### src/rtl/pwm_bank_pkg.sv
`timescale 1ns/1ps
package pwm_bank_pkg;

    localparam int DATA_W     = 32;
    localparam int SCALE_W    = 16;
    localparam int MOD_W      = 8;
    localparam int DUTY_W     = 16;
    localparam int AUX_W      = 16;
    localparam int BANK_SHIFT = 5;
    localparam int OFF_W      = BANK_SHIFT;

    // Register offsets inside a channel bank; the addressing depends on them.
    typedef enum logic [OFF_W-1:0] {
        OFF_SCALE = 5'h00,
        OFF_MOD   = 5'h04,
        OFF_DUTY  = 5'h08,
        OFF_DIV   = 5'h0C,
        OFF_PATL  = 5'h10,
        OFF_PATH  = 5'h14,
        OFF_RUN   = 5'h18
    } reg_off_e;

    // Waveform set that is committed as one unit.
    typedef struct packed {
        logic [SCALE_W-1:0] scale;
        logic [MOD_W-1:0]   modv;
        logic [DUTY_W-1:0]  duty;
    } wave_cfg_t;

    // Full shadow bank of one channel.
    typedef struct packed {
        wave_cfg_t          cfg;
        logic [AUX_W-1:0]   div;
        logic [AUX_W-1:0]   pat_lo;
        logic [AUX_W-1:0]   pat_hi;
        logic               run;
    } bank_regs_t;

    function automatic logic [DATA_W-1:0] read_word(bank_regs_t r, logic [OFF_W-1:0] off);
        logic [DATA_W-1:0] v;
        v = '0;
        case (off)
            OFF_SCALE: v = DATA_W'(r.cfg.scale);
            OFF_MOD:   v = DATA_W'(r.cfg.modv);
            OFF_DUTY:  v = DATA_W'(r.cfg.duty);
            OFF_DIV:   v = DATA_W'(r.div);
            OFF_PATL:  v = DATA_W'(r.pat_lo);
            OFF_PATH:  v = DATA_W'(r.pat_hi);
            OFF_RUN:   v = DATA_W'(r.run);
            default:   v = '0;
        endcase
        return v;
    endfunction

    function automatic bank_regs_t write_word(bank_regs_t r, logic [OFF_W-1:0] off,
                                              logic [DATA_W-1:0] d);
        bank_regs_t n;
        n = r;
        case (off)
            OFF_SCALE: n.cfg.scale = d[SCALE_W-1:0];
            OFF_MOD:   n.cfg.modv  = d[MOD_W-1:0];
            OFF_DUTY:  n.cfg.duty  = d[DUTY_W-1:0];
            OFF_DIV:   n.div       = d[AUX_W-1:0];
            OFF_PATL:  n.pat_lo    = d[AUX_W-1:0];
            OFF_PATH:  n.pat_hi    = d[AUX_W-1:0];
            OFF_RUN:   n.run       = d[0];
            default:   n = r;
        endcase
        return n;
    endfunction

endpackage

### src/rtl/pwm_bank_regs.sv
`timescale 1ns/1ps
module pwm_bank_regs
    import pwm_bank_pkg::*;
#(
    parameter int NUM_CH = 4,
    parameter int ADDR_W = 7
) (
    input  logic              clk,
    input  logic              rst,
    input  logic              wr_en,
    input  logic              rd_en,
    input  logic [ADDR_W-1:0] addr,
    input  logic [DATA_W-1:0] wdata,
    output logic [DATA_W-1:0] rdata,
    output bank_regs_t        regs_o [NUM_CH],
    output logic [NUM_CH-1:0] commit_o
);

    localparam int CH_W = ADDR_W - BANK_SHIFT;

    logic [CH_W-1:0]  ch_idx;
    logic [OFF_W-1:0] off;
    logic             hit;

    assign ch_idx = addr[ADDR_W-1:BANK_SHIFT];
    assign off    = addr[BANK_SHIFT-1:0];
    assign hit    = (32'(ch_idx) < NUM_CH);

    for (genvar g = 0; g < NUM_CH; g++) begin : g_bank
        bank_regs_t regs_q;
        logic       commit_q;
        logic       sel;

        assign sel = hit && (ch_idx == CH_W'(g));

        always_ff @(posedge clk) begin
            if (rst) begin
                regs_q   <= '0;
                commit_q <= 1'b0;
            end else begin
                // The commit pulse lines up with the updated shadow prescale.
                commit_q <= wr_en && sel && (off == OFF_SCALE);
                if (wr_en && sel) begin
                    regs_q <= write_word(regs_q, off, wdata);
                end
            end
        end

        assign regs_o[g]   = regs_q;
        assign commit_o[g] = commit_q;
    end

    always_ff @(posedge clk) begin
        if (rst) begin
            rdata <= '0;
        end else if (rd_en) begin
            rdata <= hit ? read_word(regs_o[ch_idx], off) : '0;
        end
    end

endmodule

### src/rtl/pwm_wave_chan.sv
`timescale 1ns/1ps
module pwm_wave_chan
    import pwm_bank_pkg::*;
(
    input  logic      clk,
    input  logic      rst,
    input  wave_cfg_t cfg_i,
    input  logic      run_i,
    input  logic      commit_i,
    output logic      pwm_o,
    output wave_cfg_t act_o
);

    wave_cfg_t          act_q;
    wave_cfg_t          staged_q;
    logic               pend_q;
    logic [SCALE_W-1:0] pre_q;
    logic [MOD_W-1:0]   step_q;

    logic      idle;
    logic      pre_wrap;
    logic      last_tick;
    logic      have_upd;
    logic      apply;
    wave_cfg_t src;

    assign idle      = !run_i || (act_q.modv == '0);
    assign pre_wrap  = (pre_q == act_q.scale);
    assign last_tick = pre_wrap && (step_q == (act_q.modv - MOD_W'(1)));
    assign have_upd  = commit_i || pend_q;
    assign src       = commit_i ? cfg_i : staged_q;
    // An idle channel takes the new set at once; a running one waits for the period end.
    assign apply     = have_upd && (idle || last_tick);

    always_ff @(posedge clk) begin
        if (rst) begin
            act_q    <= '0;
            staged_q <= '0;
            pend_q   <= 1'b0;
        end else if (apply) begin
            act_q  <= src;
            pend_q <= 1'b0;
        end else if (commit_i) begin
            staged_q <= cfg_i;
            pend_q   <= 1'b1;
        end
    end

    always_ff @(posedge clk) begin
        if (rst || !run_i || apply || (act_q.modv == '0)) begin
            pre_q  <= '0;
            step_q <= '0;
        end else if (pre_wrap) begin
            pre_q  <= '0;
            step_q <= last_tick ? '0 : step_q + MOD_W'(1);
        end else begin
            pre_q <= pre_q + SCALE_W'(1);
        end
    end

    assign pwm_o = run_i && (act_q.modv != '0) && (DUTY_W'(step_q) < act_q.duty);
    assign act_o = act_q;

endmodule

### src/rtl/pwm_bank_ctrl.sv
`timescale 1ns/1ps
module pwm_bank_ctrl
    import pwm_bank_pkg::*;
#(
    parameter int   NUM_CH = 4,
    localparam int  ADDR_W = BANK_SHIFT + $clog2(NUM_CH)
) (
    input  logic              clk,
    input  logic              rst,
    input  logic              bus_wr_en,
    input  logic              bus_rd_en,
    input  logic [ADDR_W-1:0] bus_addr,
    input  logic [DATA_W-1:0] bus_wdata,
    output logic [DATA_W-1:0] bus_rdata,
    output logic [NUM_CH-1:0] pwm_out
);

    bank_regs_t               regs [NUM_CH];
    logic [NUM_CH-1:0]        commit;
    logic [NUM_CH-1:0]        run_vec;
    logic [NUM_CH*MOD_W-1:0]  act_mod_flat;
    logic [NUM_CH*DUTY_W-1:0] act_duty_flat;

    pwm_bank_regs #(
        .NUM_CH (NUM_CH),
        .ADDR_W (ADDR_W)
    ) regs_i (
        .clk      (clk),
        .rst      (rst),
        .wr_en    (bus_wr_en),
        .rd_en    (bus_rd_en),
        .addr     (bus_addr),
        .wdata    (bus_wdata),
        .rdata    (bus_rdata),
        .regs_o   (regs),
        .commit_o (commit)
    );

    for (genvar g = 0; g < NUM_CH; g++) begin : g_chan
        wave_cfg_t act;

        pwm_wave_chan chan_i (
            .clk      (clk),
            .rst      (rst),
            .cfg_i    (regs[g].cfg),
            .run_i    (regs[g].run),
            .commit_i (commit[g]),
            .pwm_o    (pwm_out[g]),
            .act_o    (act)
        );

        assign run_vec[g]                          = regs[g].run;
        assign act_mod_flat[g*MOD_W +: MOD_W]      = act.modv;
        assign act_duty_flat[g*DUTY_W +: DUTY_W]   = act.duty;
    end

endmodule

### config.mk
export PLATFORM = sky130hd
export DESIGN_NAME = pwm_bank_ctrl
export DESIGN_NICKNAME = d
export VERILOG_FILES = /design/src/rtl/pwm_bank_pkg.sv /design/src/rtl/pwm_bank_regs.sv /design/src/rtl/pwm_wave_chan.sv /design/src/rtl/pwm_bank_ctrl.sv
export SDC_FILE = /design/constraint.sdc
export NUM_CORES = 2
export LEC_CHECK = 0
export BUFFER_PORTS_ARGS = -buffer_cell sky130_fd_sc_hd__buf_2
export CORE_ASPECT_RATIO = 1.25
export CORE_MARGIN = 2
export CORE_UTILIZATION = 25
export DETAILED_ROUTE_END_ITERATION = 8
export PLACE_DENSITY = 0.45
export SLEW_MARGIN = 20
export SYNTH_ARGS = -nofsm -noshare
export SYNTH_HDL_FRONTEND = slang
export SYNTH_SLANG_ARGS = --single-unit
### constraint.sdc
create_clock -name clk -period 4.3 [get_ports clk]
set_clock_uncertainty 0.2 [all_clocks]
set_input_delay 1.075 -clock clk [delete_from_list [all_inputs] [get_ports clk]]
set_output_delay 1.075 -clock clk [all_outputs]
set_load 0.02 [all_outputs]
# After elaboration in Yosys (flattened, before gate mapping)
# Index checks and enable logic that the tools add are counted.
[totals]
output_inout_bits = 36
regBits = 812
inputBits = 43
word_cells = 214
[op_classes]
n_reduce_logical = 98
n_eq_ne = 17
magnitude_cmp = 5
n_mux = 12
n_bitwise = 1
add_sub_neg = 12
[op_table]
columns = ["cell", "n"]
rows = [
  ["binary-select mux 89 bit (select 2 bit)", 1],
  ["2-to-1 mux 89 bit", 2],
  ["2-to-1 mux 40 bit", 4],
  ["one-hot mux 16 bit (7 select lines)", 1],
  ["adder 16 x 1 -> 16 bit, second input constant", 4],
  ["== test 16 bit", 4],
  ["< comparator 8 x 16 -> 1 bit", 4],
  ["AND reduction 2 bit", 28],
  ["adder 8 x 1 -> 8 bit, second input constant", 4],
  ["== test 8 bit", 4],
  ["zero test 8 bit", 4],
  ["2-to-1 mux 8 bit", 4],
  ["nonzero test 8 bit", 4],
  ["subtractor 8 x 1 -> 8 bit, second input constant", 4],
  ["logical AND 1 bit", 24],
  ["logical OR 1 bit", 24],
  ["OR reduction 2 bit", 8],
  ["== test 5 bit, second input constant", 3],
  ["== test 5 x 4 -> 1 bit, second input constant", 2],
  ["== test 5 x 3 -> 1 bit, second input constant", 1],
  ["zero test 5 bit", 1],
  ["== test 2 bit, second input constant", 2],
  ["zero test 1 bit", 4],
  ["greater-or-equal comparator 3 bit, second input constant", 1],
  ["other kinds (3)", 3],
]

# Logic depth before layout (Yosys ltp)
[depth]
depth_word = 8
depth_mapped = 12
mapped_depth_nobuf = 9

# Cells and area by module
# From an unflattened synthesis, not the netlist that was laid out.
[unflattened]
hier_cells = 4170
area_unflattened_um2 = 38162.9
[by_module_without_submodules]
columns = ["module", "cells_each", "seq_area_each_um2", "n_inst", "area_per_inst_um2"]
rows = [
  ["pwm_bank_regs", 1855, 7527.2, 1, 16435.8],
  ["pwm_wave_chan at g_chan[0].chan_i ...", 580, 2102.0, 2, 5429.0],
  ["pwm_wave_chan at g_chan[2].chan_i", 580, 2102.0, 1, 5449.0],
  ["pwm_wave_chan at g_chan[3].chan_i", 575, 2102.0, 1, 5420.2],
]

# Worst setup path before layout
# No wires, ideal clock.
[synth_path]
kind = "reg2out"
start = "register g_chan[3].chan_i.act_q (netlist bit g_chan[3].chan_i.act_o[18])"
end = "output pwm_out[3]"
path_stages_with_launch = 8
t_arrival_ps = 2367
n_path_buf = 4
setup_slack_ps = 658
t_required_ps = 3025
cell_sequence = "dfxtp_1 or4_1 clkbuf_1 o41ai_2 clkbuf_1 clkbuf_1 o41ai_1 buf_4"
[synth_between]
elab_chain_len = 3
[synth_rtl]
columns = ["item", "line", "rtl"]
rows = [
  ["start: declaration", "pwm_wave_chan.sv:14", "wave_cfg_t act_q;"],
  ["start signal: assignment", "pwm_wave_chan.sv:41", "act_q <= src;"],
  ["nonzero test 8 bit", "pwm_wave_chan.sv:61", "assign pwm_o = run_i && (act_q.modv != '0) && (DUTY_W'(step_q) < act_q.duty);"],
  ["logical AND 1 bit (2 in series)", "pwm_wave_chan.sv:61", ""],
  ["end: declaration", "pwm_bank_ctrl.sv:15", "output logic [NUM_CH-1:0] pwm_out"],
]
# Every way passes these cells.

# Worst setup path after layout
[layout_path]
start = "register g_chan[0].chan_i.step_q[1]"
end = "output pwm_out[0]"
[layout_between]
elab_chain_len = 2
[layout_rtl]
columns = ["item", "line", "rtl"]
rows = [
  ["start: declaration", "pwm_wave_chan.sv:18", "logic [MOD_W-1:0] step_q;"],
  ["start signal: assignment", "pwm_wave_chan.sv:55", "step_q <= last_tick ? '0 : step_q + MOD_W'(1);"],
  ["< comparator 8 x 16 -> 1 bit", "pwm_wave_chan.sv:61", ""],
  ["logical AND 1 bit", "pwm_wave_chan.sv:61", ""],
]
# Every way passes these cells.

==> metrics.yaml <==
crit_path_max_incr_delay_ns: 0.45
std_cell_rows: 154
synth-main-ff-cell: "sky130_fd_sc_hd__dfxtp_1"
sequence_of_cells_on_the_critical_path: "ha_1, a21o_1, a21o_1, a21oi_1, o21ai_0, a2111oi_1, or3_1, buf_2"
top_level_ports: 79
clk-insertion-delay-late_ns: 0.70
floorplan.die_area_mm2: 0.146
groute.usage.overall_pct: 15.9
final_max_slew_viol_count: 0
routed_wl_mm: 118
run_status: "complete, no violations"
ys_seq_area_share_pct: 44.7
required_ns: 3.02
fmax_mhz: 248
finalWorstPathRequiredPeriod_ns: 4.03
finalCritPeriodShare_pct: 93.6
grt.met2_usage_pct: 26.3
synth_xor_xnor_area_share_pct: 4.41
n_fill_cell: 14800
met1_usage_pct: 20.8
cp_common_cell: "sky130_fd_sc_hd__a21o_1"
cts_root_buffer: "sky130_fd_sc_hd__clkbuf_16"
route.vias.total: 28400
cap_viol_max_count: 0
global_route.usage.met3_pct: 2.16
synthSimpleGateAreaFrac_pct: 17.5
cell_area_power_density_mw_per_mm2: 385
cts_hold_buffers: 0
leading_cell_type_in_the_layout_fill_and_taps_excluded: "sky130_fd_sc_hd__dfxtp_1"
final.setup.tns_ns: 0
initial_antenna_violation_count: 14
cp_slowest_cell: "sky130_fd_sc_hd__dfxtp_1"
path_max_fanout: 5
postSynthCellCount: 4054
post-place-cells: 5751
postSynth.asyncResetShare_pct: 0
start_util_pct: 25.2
detailedRoute.firstIterationViolations: 2179
routability_congestion_estimate: 0.822
area_used_by_multi_input_combinational_logic_mm2: 0.0183
ys_seq_elements: 796
cts_tree: "yes"
clk_pin_slew_ns: 0.06
syn-mean-instance-area_um2: 8.79
netlist_area_mm2: 0.0356
ff_latch_area_mm2: 0.0159
clock_tree.buffer_depth: 3
die_width_um: 342
critical_path.endpoint_type: "primary output"
synth-edff-count: 0
avgViaCountPerCell: 4.81
area_growth_syn_to_layout_pct: 14.7
synth_cell_type_count: 68
synth_area_leaders: "sky130_fd_sc_hd__dfxtp_1, sky130_fd_sc_hd__nand2_1, sky130_fd_sc_hd__mux2i_1"
setup_violations: 0
grt_start_max_net_pins: 160
design.final.nets: 4052
synth-compound-area-share_pct: 15.1
dpl_worst_slack_ns: 0.544
path_class: "reg2out"
worst_setup_margin_ns: 0.274
synth_fa_ha_area_share_pct: 1.55
hpwlAfterDp_mm: 79.8
muxShareOfSynthArea_pct: 12.3
core_region_area_mm2: 0.141
worst_slew_slack_as_a_fraction_of_its_limit_pct: 35.3
numCtsBuffers: 84
fin_util_pct: 28.9
remaining_number_of_nets_flagged_by_the_antenna_check_after_routing: 0
number_of_buffers_added_on_ports: 46
synth_largest_type_area_fraction_pct: 44.7
timing.final.hold_violations: 0
p_total_mw: 15.7
wl_per_cell_um: 19.9
cts_htree_levels: 3
final_cells: 5910
mostFrequentLayoutCells: "sky130_fd_sc_hd__dfxtp_1, sky130_fd_sc_hd__nand2_1, sky130_fd_sc_hd__nor2_1"
worst_ir_drop_vdd_mv: 0.280
numClockSinks: 796
yosys.area.top_type: "sky130_fd_sc_hd__dfxtp_1"
cp.arrival_ns: 2.75
grt_pass1_wl_mm: 178
drc: 0
worst-slew-pin-transition_ns: 0.968
layer_carrying_the_most_global_route_usage: "met2"
rsz0062_at_grt: "false"
dominant_combinational_cell_family_by_area_after_synthesis: "simple AND/OR/NAND/NOR gates"
worst_setup_path_start_kind: "register"
power.leakage_nw: 14.0
synth_warnings: 0
via_count_of_the_first_global_routing_pass: 26700
grt_overflow: 0
post_route_cells_drive_above_1_share_pct: 10.0
die_y_um: 426
timing.hold.worst.class: "reg2reg"
detail_route.first_pass.iterations: 5
==> area by class of cell <==
cell class | count | area share (%)
inverters | 48 | 0.441
flip-flops and latches | 796 | 39.0
clock inverters | 25 | 1.15
multi-input cells | 2895 | 44.8
clock buffers | 128 | 6.14
repair buffers | 140 | 2.72
well taps | 1872 | 5.73
diodes | 6 | 0.0368
==> where the power goes <==
group / internal, mW / leakage, nW / switching (mW)
Clock: 4.60 / 1.46 / 3.26
Sequential: 7.39 / 6.41 / 0.0134
Combinational: 0.116 / 6.13 / 0.354
Total: 12.1 / 14.0 / 3.63
==> through the flow <==
| stage | hold WS, ns | area (um2) |
|---|---|---|
| after CTS | 0.253 | 40800 |
| after floorplan | 0.233 | 35700 |
| after detailed placement | 0.244 | 37900 |
| final | 0.253 | 40900 |
| after global routing | 0.264 | 40800 |
| after global placement | 0.239 | 37800 |
==> critical path, delay by kind of cell, from the launching register on <==
kind                       cells  cell delay, ns
and+or+nand+nor                1            0.21
AOI/OAI and AO/OA              5            0.95
buffers and inverters          1            0.18
DFF                            1            0.45
adders and majority gates      1            0.28
==> Yosys cell counts (3+ instances only) <==
cell,count
sky130_fd_sc_hd__mux2_2,10
sky130_fd_sc_hd__clkbuf_1,260
sky130_fd_sc_hd__nor2_1,429
sky130_fd_sc_hd__o21a_1,4
sky130_fd_sc_hd__ha_1,44
sky130_fd_sc_hd__a21oi_1,388
sky130_fd_sc_hd__buf_4,24
sky130_fd_sc_hd__inv_1,48
sky130_fd_sc_hd__o22ai_1,37
sky130_fd_sc_hd__mux2i_1,225
sky130_fd_sc_hd__or3_1,23
sky130_fd_sc_hd__a31oi_1,3
sky130_fd_sc_hd__o21ai_0,22
sky130_fd_sc_hd__xor2_1,83
sky130_fd_sc_hd__nor3_1,100
sky130_fd_sc_hd__mux4_2,89
sky130_fd_sc_hd__and3_1,30
sky130_fd_sc_hd__xnor2_1,94
sky130_fd_sc_hd__a22oi_1,40
sky130_fd_sc_hd__buf_6,4
sky130_fd_sc_hd__nand2b_1,11
sky130_fd_sc_hd__a22o_1,8
sky130_fd_sc_hd__nor3b_1,3
sky130_fd_sc_hd__buf_1,16
sky130_fd_sc_hd__o22a_1,42
sky130_fd_sc_hd__a21o_1,9
sky130_fd_sc_hd__or2_2,4
sky130_fd_sc_hd__nor4_1,18
sky130_fd_sc_hd__dfxtp_1,796
sky130_fd_sc_hd__and2_1,8
sky130_fd_sc_hd__nand3_1,53
sky130_fd_sc_hd__nand2_1,744
sky130_fd_sc_hd__a211oi_1,194
sky130_fd_sc_hd__nand3b_1,3
sky130_fd_sc_hd__buf_2,26
sky130_fd_sc_hd__nor2b_1,21
sky130_fd_sc_hd__or4_1,3
sky130_fd_sc_hd__o21bai_1,73
sky130_fd_sc_hd__nand4_1,29
==> path summary, 6_finish.rpt <==
check	start	endpoint	slack, ns	cells past startpoint
worst max-delay path	g_chan[0].chan_i.step_q[1]	pwm_out[0]	0.27	8
worst min-delay path	regs_i.regs_o[223]	regs_i.regs_o[223]	0.25	2
worst max register to register	g_chan[3].chan_i.act_o[18]	g_chan[3].chan_i.act_o[36]	0.95	9
worst min register to register	regs_i.regs_o[223]	regs_i.regs_o[223]	0.25	2
==> state kept, by name (all words and copies together), names as in the netlist <==
register,count
g_chan.chan_i.step_q,32
g_chan.chan_i.staged_q,160
g_chan.chan_i.act_o,160
g_chan.chan_i.pre_q,64
g_chan.chan_i.pend_q,4
regs_i.rdata,16
regs_i.regs_o,356
regs_i.g_bank.commit_q,4
==> layer usage <==
layer  wire length (um)  share of wire [%]  vias up
met2              55700                 47      664
met1              52100                 44    13700
li1                   -                  -    13900
met4               4620                3.9        8
met3               5430                4.6      173
met5                 39              0.033        -
==> timing repair <==
action                                  4_1_cts  5_1_grt
endpoints found under the setup margin        0        2
resized for setup                             0        2
buffers inserted                              0        0
==> cells by family (layout without fill, tap and decap cells) <==
logic type	Yosys count	after routing
AO/OA/AOI/OAI	844	844
XOR/XNOR	178	178
adder cells (fa/ha/maj)	44	44
buffers and inverters	378	341
flip-flops	796	796
multiplexers	324	324
other	1	22
AND/OR/NAND/NOR	1489	1489
No activity file was read; power rests on OpenSTA's default activity.
